===== config.mk =====
export PLATFORM = sky130hd
export DESIGN_NAME = gpio_bank_restorer
export DESIGN_NICKNAME = d
export VERILOG_FILES = /design/src/rtl/gpr_pkg.sv /design/src/rtl/gpr_early_mask.sv /design/src/rtl/gpr_seq_ctrl.sv /design/src/rtl/gpio_bank_restorer.sv
export SDC_FILE = /design/constraint.sdc
export NUM_CORES = 1
export LEC_CHECK = 0
export BUFFER_PORTS_ARGS = -buffer_cell sky130_fd_sc_hd__buf_2
export CAP_MARGIN = 0
export CORE_MARGIN = 2
export CORE_UTILIZATION = 45
export CTS_CLUSTER_SIZE = 14
export DETAILED_ROUTE_END_ITERATION = 12
export PLACE_DENSITY = 0.74
export SYNTH_ARGS = -nofsm -noshare
export SYNTH_HDL_FRONTEND = slang
export SYNTH_HIERARCHICAL = 1
export SYNTH_SLANG_ARGS = --single-unit

===== constraint.sdc =====
create_clock -name clk -period 2 [get_ports clk]
set_input_delay 0.4 -clock clk [delete_from_list [all_inputs] [get_ports clk]]
set_output_delay 0.4 -clock clk [all_outputs]
set_load 0.01 [all_outputs]

===== src/rtl/gpr_pkg.sv =====
package gpr_pkg;
   typedef enum logic [2:0] {
      ST_IDLE,
      ST_READ,
      ST_EARLY,
      ST_DATA,
      ST_FULL,
      ST_PULL,
      ST_DONE
   } gpr_state_e;

   localparam logic [1:0] FLD_OUT = 2'd1;

   function automatic logic fld_is_special(input logic [1:0] f);
      return f[1];
   endfunction
endpackage


===== src/rtl/gpr_early_mask.sv =====
module gpr_early_mask #(
   parameter int WORD_W = 32
) (
   input  logic [WORD_W-1:0] old_cfg,
   input  logic [WORD_W-1:0] new_cfg,
   output logic [WORD_W-1:0] early_mask
);
   import gpr_pkg::*;

   localparam int FIELD_W = 2;
   localparam int PINS    = WORD_W / FIELD_W;

   for (genvar p = 0; p < PINS; p++) begin : g_pin
      logic [FIELD_W-1:0] f_old;
      logic [FIELD_W-1:0] f_new;
      logic               hit;
      assign f_old = old_cfg[p*FIELD_W +: FIELD_W];
      assign f_new = new_cfg[p*FIELD_W +: FIELD_W];
      // differs, not special->special, and not heading into output mode
      assign hit = (f_old != f_new)
                   && !(fld_is_special(f_old) && fld_is_special(f_new))
                   && (f_new != FLD_OUT);
      assign early_mask[p*FIELD_W +: FIELD_W] = {FIELD_W{hit}};
   end
endmodule


===== src/rtl/gpr_seq_ctrl.sv =====
module gpr_seq_ctrl (
   input  logic                clk,
   input  logic                rst_n,
   input  logic                start,
   input  logic                bitwise_q,
   input  logic                rd_valid,
   input  logic                wr_ready,
   output gpr_pkg::gpr_state_e state,
   output logic                accept
);
   import gpr_pkg::*;

   gpr_state_e nxt;

   assign accept = (state == ST_IDLE) && start;

   always_comb begin
      nxt = state;
      case (state)
         ST_IDLE:  if (start)    nxt = ST_READ;
         ST_READ:  if (rd_valid) nxt = ST_EARLY;
         ST_EARLY: if (wr_ready) nxt = ST_DATA;
         ST_DATA:  if (wr_ready) nxt = ST_FULL;
         ST_FULL:  if (wr_ready) nxt = bitwise_q ? ST_DONE : ST_PULL;
         ST_PULL:  if (wr_ready) nxt = ST_DONE;
         ST_DONE:                nxt = ST_IDLE;
         default:                nxt = ST_IDLE;
      endcase
   end

   always_ff @(posedge clk or negedge rst_n) begin
      if (!rst_n) state <= ST_IDLE;
      else        state <= nxt;
   end
endmodule


===== src/rtl/gpio_bank_restorer.sv =====
module gpio_bank_restorer #(
   parameter int              WORD_W          = 32,
   parameter int              ADDR_W          = 8,
   parameter logic [ADDR_W-1:0] CFG_OFS       = 8'h00,
   parameter logic [ADDR_W-1:0] DAT_OFS       = 8'h04,
   parameter logic [ADDR_W-1:0] PULL_OFS      = 8'h08,
   parameter bit              SUPPORT_BITWISE = 1'b1
) (
   input  logic              clk,
   input  logic              rst_n,
   input  logic              start,
   input  logic              bank_bitwise,
   input  logic [WORD_W-1:0] saved_cfg,
   input  logic [WORD_W-1:0] saved_dat,
   input  logic [WORD_W-1:0] saved_pull,
   output logic              busy,
   output logic              done,
   output logic              rd_en,
   output logic [ADDR_W-1:0] rd_addr,
   input  logic [WORD_W-1:0] rd_data,
   input  logic              rd_valid,
   output logic              wr_en,
   output logic [ADDR_W-1:0] wr_addr,
   output logic [WORD_W-1:0] wr_data,
   input  logic              wr_ready
);
   import gpr_pkg::*;

   if (WORD_W % 2 != 0) begin : g_bad_width
      $error("WORD_W must hold whole two-bit pin fields");
   end
   if (CFG_OFS == DAT_OFS || CFG_OFS == PULL_OFS || DAT_OFS == PULL_OFS) begin : g_bad_addr
      $error("register offsets must be distinct");
   end

   gpr_state_e        state;
   logic              accept;
   logic              bitwise_q;
   logic [WORD_W-1:0] cfg_q, dat_q, pull_q, old_q;
   logic [WORD_W-1:0] early_mask;
   logic [WORD_W-1:0] merged_word;
   logic [WORD_W-1:0] first_word;

   gpr_seq_ctrl u_ctrl (
      .clk       (clk),
      .rst_n     (rst_n),
      .start     (start),
      .bitwise_q (bitwise_q),
      .rd_valid  (rd_valid),
      .wr_ready  (wr_ready),
      .state     (state),
      .accept    (accept)
   );

   gpr_early_mask #(.WORD_W(WORD_W)) u_mask (
      .old_cfg    (old_q),
      .new_cfg    (cfg_q),
      .early_mask (early_mask)
   );

   assign merged_word = (old_q & ~early_mask) | (cfg_q & early_mask);

   // capture request words
   always_ff @(posedge clk or negedge rst_n) begin
      if (!rst_n) begin
         cfg_q  <= '0;
         dat_q  <= '0;
         pull_q <= '0;
         old_q  <= '0;
      end else begin
         if (accept) begin
            cfg_q  <= saved_cfg;
            dat_q  <= saved_dat;
            pull_q <= saved_pull;
         end
         if (state == ST_READ && rd_valid) old_q <= rd_data;
      end
   end

   if (SUPPORT_BITWISE) begin : g_bitwise
      always_ff @(posedge clk or negedge rst_n) begin
         if (!rst_n)      bitwise_q <= 1'b0;
         else if (accept) bitwise_q <= bank_bitwise;
      end
      assign first_word = bitwise_q ? (old_q | cfg_q) : merged_word;
   end else begin : g_plain
      logic unused_flag;
      assign unused_flag = bank_bitwise;
      assign bitwise_q   = 1'b0;
      assign first_word  = merged_word;
   end

   assign busy    = (state != ST_IDLE);
   assign done    = (state == ST_DONE);
   assign rd_en   = (state == ST_READ);
   assign rd_addr = CFG_OFS;
   assign wr_en   = (state == ST_EARLY) || (state == ST_DATA)
                    || (state == ST_FULL) || (state == ST_PULL);

   always_comb begin
      wr_addr = CFG_OFS;
      wr_data = '0;
      case (state)
         ST_EARLY: wr_data = first_word;
         ST_DATA:  begin wr_addr = DAT_OFS;  wr_data = dat_q;  end
         ST_FULL:  wr_data = cfg_q;
         ST_PULL:  begin wr_addr = PULL_OFS; wr_data = pull_q; end
         default:  wr_data = '0;
      endcase
   end
endmodule


Word-level counts from Yosys, hierarchy flattened

Cells that the tools add are included.

Eq/ne operators: 44
Multiplexer cells: 11
Bitwise logic cells: 5
Reduce and logical (&&, ||, !) cells: 72

Operator list:

| operator                                              | number |
|---|---|
| case mux 32 bit (4 select lines)                      | 1 |
| AND 32 bit                                            | 2 |
| bitwise OR 32 bit                                     | 2 |
| logical AND 1 bit                                     | 50 |
| inequality test 2 x 1 -> 1 bit, second input constant | 17 |
| two-way mux 32 bit                                    | 1 |
| inequality test 2 bit                                 | 16 |
| inverter 32 bit                                       | 1 |
| two-way mux 3 bit                                     | 6 |
| case mux 3 bit (6 select lines)                       | 1 |
| logical NOT 1 bit                                     | 16 |
| inequality test 2 bit, second input constant          | 5 |
| == test 3 bit, second input constant                  | 3 |
| case mux 4 bit (2 select lines)                       | 1 |
| == test 3 x 2 -> 1 bit, second input constant         | 2 |
| AND reduction 6 bit                                   | 1 |
| == test 3 x 1 -> 1 bit, second input constant         | 1 |
| logical NOT 3 bit                                     | 1 |
| logical OR 1 bit                                      | 3 |
| nonzero test 3 bit                                    | 1 |
| two-way mux 2 bit                                     | 1 |

Register bits after elaboration: 132
Input bits: 134
Logic and storage cells: 138

Logic depth before layout (Yosys ltp)

Depth in word-level cells: 9
Depth in mapped cells: 8
Gate-level depth less buffers: 7

Hierarchy

Netlist, hierarchy kept.

Modules (own cells, without submodules):

| module             | instances | cells each | area an instance (um2) | seq. area each (um2) |
|---|---|---|---|---|
| gpio_bank_restorer | 1         | 483        | 6,462.4                | 3,228.1 |
| gpr_early_mask     | 1         | 112        | 855.8                  | 0.0 |
| gpr_seq_ctrl       | 1         | 20         | 182.7                  | 75.1 |

Worst setup path after synthesis

OpenSTA, ideal clock, no wires.

Kind: reg-to-output
Start point: register cfg_q[25]
End point: output port wr_data[24]
Arrival: 1.755 ns
Required time: 1.600 ns
Slack: -0.155 ns
Stages on the path, launching flop included: 8
Buffers on the path: 1
Cell sequence: dfrtp_1 -> ha_1 -> o21ai_1 -> a211oi_1 -> buf_4 -> mux2_2 -> o221ai_1 -> nand2_1

Longest elaborated chain between the ends: 9

Ends and longest elaborated chain:

| item                                 | line                      | RTL |
|---|---|---|
| from (decl)                          | gpio_bank_restorer.sv:39  | `logic [WORD_W-1:0] cfg_q, dat_q, pull_q, old_q;` |
| from (signal assigned)               | gpio_bank_restorer.sv:72  | `cfg_q <= saved_cfg;` |
| logical AND 1 bit                    | gpr_early_mask.sv:21      | `&& !(fld_is_special(f_old) && fld_is_special(f_new))` |
| logical NOT 1 bit                    | gpr_early_mask.sv:21      |  |
| logical AND 1 bit                    | gpr_early_mask.sv:21      |  |
| logical AND 1 bit (*)                | gpr_early_mask.sv:22      | `&& (f_new != FLD_OUT);` |
| net u_mask.g_pin[12].hit             | gpr_early_mask.sv:16      | `logic hit;` |
| inverter 32 bit                      | gpio_bank_restorer.sv:61  | `assign merged_word = (old_q & ~early_mask) \| (cfg_q & early_mask);` |
| AND 32 bit                           | gpio_bank_restorer.sv:61  |  |
| bitwise OR 32 bit (*)                | gpio_bank_restorer.sv:61  |  |
| two-way mux 32 bit (*)               | gpio_bank_restorer.sv:85  | `assign first_word = bitwise_q ? (old_q \| cfg_q) : merged_word;` |
| case mux 32 bit (4 select lines) (*) | gpio_bank_restorer.sv:103 | `case (state)` |
| to (decl)                            | gpio_bank_restorer.sv:24  | `output logic [WORD_W-1:0] wr_data,` |

The timed path passes the listed nets; every way through them passes the cells marked *.

Worst setup path after layout

Start point: register old_q[17]
End point: output port wr_data[17]

Longest elaborated chain between the ends: 9

Ends and longest elaborated chain:

| item                                 | line                      | RTL |
|---|---|---|
| from (decl)                          | gpio_bank_restorer.sv:39  |  |
| from (signal assigned)               | gpio_bank_restorer.sv:76  | `if (state == ST_READ && rd_valid) old_q <= rd_data;` |
| logical AND 1 bit                    | gpr_early_mask.sv:21      |  |
| logical NOT 1 bit                    | gpr_early_mask.sv:21      |  |
| logical AND 1 bit (*)                | gpr_early_mask.sv:21      |  |
| logical AND 1 bit (*)                | gpr_early_mask.sv:22      |  |
| net early_mask[16]                   | gpio_bank_restorer.sv:40  | `logic [WORD_W-1:0] early_mask;` |
| inverter 32 bit                      | gpio_bank_restorer.sv:61  |  |
| AND 32 bit                           | gpio_bank_restorer.sv:61  |  |
| bitwise OR 32 bit (*)                | gpio_bank_restorer.sv:61  |  |
| two-way mux 32 bit (*)               | gpio_bank_restorer.sv:85  |  |
| case mux 32 bit (4 select lines) (*) | gpio_bank_restorer.sv:103 |  |

Marks and branches as above.

==> reports/metrics.csv <==
metric,value,unit
status,"complete, but fails checks",
failing checks,negative setup slack,
Clock Skews,8.57,ps
leakage power,4.75,nW
pin count of the biggest net entering global routing,59,
number of storage elements in the synthesis netlist,132,
classification of the worst setup path,reg -> out,
clock network latency to the later pin of the worst-skew pair,410,ps
"Slew Viols, Final",0,
setup repair after global routing missed its margin,true,
global-route wire length before repair,31300,um
IO Port Bufs,171,
data arrival time of the critical path,2210,ps
distinct cell type count after synthesis,38,
cell count after synthesis,615,
placeable core region,16500,um^2
fraction of final layout cells sized beyond drive strength 1,0.650,
total grt overflow,0,
Post-Syn Area per Cell,12.2,um^2
endpoint class of the critical path,output pin,
1st-pass router iterations,4,
fraction of registers with async set/reset,1.00,
peak fanout along the critical path,2,
max cap viols,0,
"leading cell type in the layout, fill and taps excluded",buf_2,
final worst-path setup slack,-612,ps
Die Wd,133,um
required arrival time at the worst endpoint,1600,ps
clock transition at the register clock pins on the worst setup and hold paths after CTS,60,ps
vias per cell,5.42,
leading register cell type out of synthesis,dfrtp_1,
Die Height,133,um
wire length per cell after detailed routing,18.6,um
cell count after placement,1010,
layout overhead on the synthesized area,37.9,%
final worst path period need,2610,ps
global placement routability congestion,0.768,
PD cells,1960,nW/um^2
number of warnings printed during yosys synthesis,6,
Clock H-tree levels,4,
total negative slack for setup checks,-16900,ps
DRC violation total after the first TritonRoute iteration,202,
most frequent cells in the layout,"buf_2, dfrtp_1, mux2_2",
class of the tightest hold or removal check,in -> reg,
I/O pin count,186,
clock tree from TritonCTS,done,
DR vias,5728,
Overall Global Routing Usage,0.224,
total of endpoints with negative setup slack in the final report,33,
area of the die,17700,um^2
final routed DRC violation total,0,
Synth Cell Area,7500,um^2
"Hold Vio Cnt, Final",0,
final instance count without filler cells,1057,
dpl hpwl,13200,um
Final period util,1.31,
Core Rows,47,
antenna violations before repair,2,
Num CTS Buffers,17,
final wirelength,19600,um
remaining antenna violation count,0,
crit start category,flip-flop,
"buffers from clock root to sink, at most",2,
"EDFF count, synth",0,
total number of nets in the final design,973,
via count of the first global-routing pass,6065,
Fmax achieved,383,MHz
number of sinks handled by clock tree synthesis,132,
Starting Density,0.456,
worst vdd rail ir drop,0.00106,V
post-synthesis sequential area ratio,0.440,
root buffer cell,clkbuf_16,
-- metal layers --
layer	up-vias	wire [um]	global-route usage
li1	2672	-	-
met1	2864	8500	0.288
met2	172	9570	0.364
met3	20	1280	0.0696
met4	0	276	0.0739
met5	-	0	0
-- repair_timing --
action	in CTS	in global routing
gates resized for setup	28	41
hold buffers	1	0
setup buffers	8	5
pin swaps	36	50
hold endpoints to repair	23	0
endpoints found under the setup margin	34	37
-- synth_stat cells (3+ instances only) --
cell	instances	area, um^2
a211oi_2	13	163
a22o_1	33	289
a22oi_1	32	240
buf_1	3	11.3
buf_2	14	70.1
buf_4	49	368
buf_6	3	33.8
clkbuf_1	14	52.6
dfrtp_1	132	3300
ha_1	16	200
inv_1	16	60.1
mux2_2	130	1460
mux2_4	30	450
nand2_1	34	128
nor2_1	5	18.8
nor2b_1	4	25.0
nor3_1	14	70.1
o21ai_1	14	70.1
o221ai_1	31	272
-- path summary, 6_finish.rpt --
kind	startpoint	to	slack, ps	depth (start not counted)
worst max-delay path	old_q[17]$_DFFE_PN0P_	wr_data[17]	-610	7
worst min-delay path	saved_pull[7]	pull_q[7]$_DFFE_PN0P_	220	2
worst max register to register	u_ctrl/state[1]$_DFFE_PN0P_	dat_q[29]$_DFFE_PN0P_	100	6
worst min register to register	dat_q[30]$_DFFE_PN0P_	dat_q[30]$_DFFE_PN0P_	500	1
max in group asynchronous	rst_n	cfg_q[30]$_DFFE_PN0P_	990	3
min in group asynchronous	rst_n	dat_q[12]$_DFFE_PN0P_	420	2
-- critical path: stages (launching register included) --
cell      delay (ps)
dfrtp_1          410
ha_4             280
o21ai_2           50
a211oi_2         330
mux2_4           350
o221ai_4         150
nand2_1           80
buf_2            140
-- metrics by stage --
| step | setup slack (ps) | hold WS (ps) | total power [mW] | utilization | cell area (um^2) |
|---|---|---|---|---|---|
| floorplan | -41.9 | 104 | 12.8 | - | 7830 |
| global placement | -113 | 287 | 14.9 | 0.555 | 9140 |
| detailed placement | -154 | 288 | 15.2 | 0.555 | 9140 |
| CTS | -645 | 199 | 19.4 | 0.610 | 10000 |
| global route | -714 | 197 | 21.5 | 0.628 | 10300 |
| finish | -612 | 217 | 20.3 | 0.628 | 10300 |
-- state kept, by name (all words and copies together) (netlist names) --
name,count
cfg_q,32
dat_q,32
old_q,32
pull_q,32
u_ctrl/state,3
bitwise_q,1
-- cell type report --
type	count	area [um^2]
fillers	1243	6120
multi-input cells	397	4330
flip-flops and latches	132	3310
repair buffers	259	1710
clock buffers	24	512
well taps	220	275
clock inverters	8	144
inverters	16	60.1
diodes	1	2.50
-- power by group --
group | internal, mW | total [mW] | switching, mW
clock | 2.28 | 3.42 | 1.14
combinational | 6.45 | 11.5 | 5.06
sequential | 4.07 | 5.33 | 1.26
total | 12.8 | 20.3 | 7.45
-- cell families (layout without fill, tap and decap cells) --
group / after synthesis / count (layout) / share of synthesized area
other: 1 / 15 / 0.000500
muxes: 162 / 162 / 0.258
DFF: 132 / 132 / 0.440
xor gates and xnor gates: 2 / 2 / 0.00234
buffers and inverters: 99 / 307 / 0.0794
and+or+nand+nor: 72 / 72 / 0.0482
AOI/OAI and AO/OA: 131 / 131 / 0.145
adders and majority gates: 16 / 16 / 0.0267
Power figures use the tool's default switching activity.
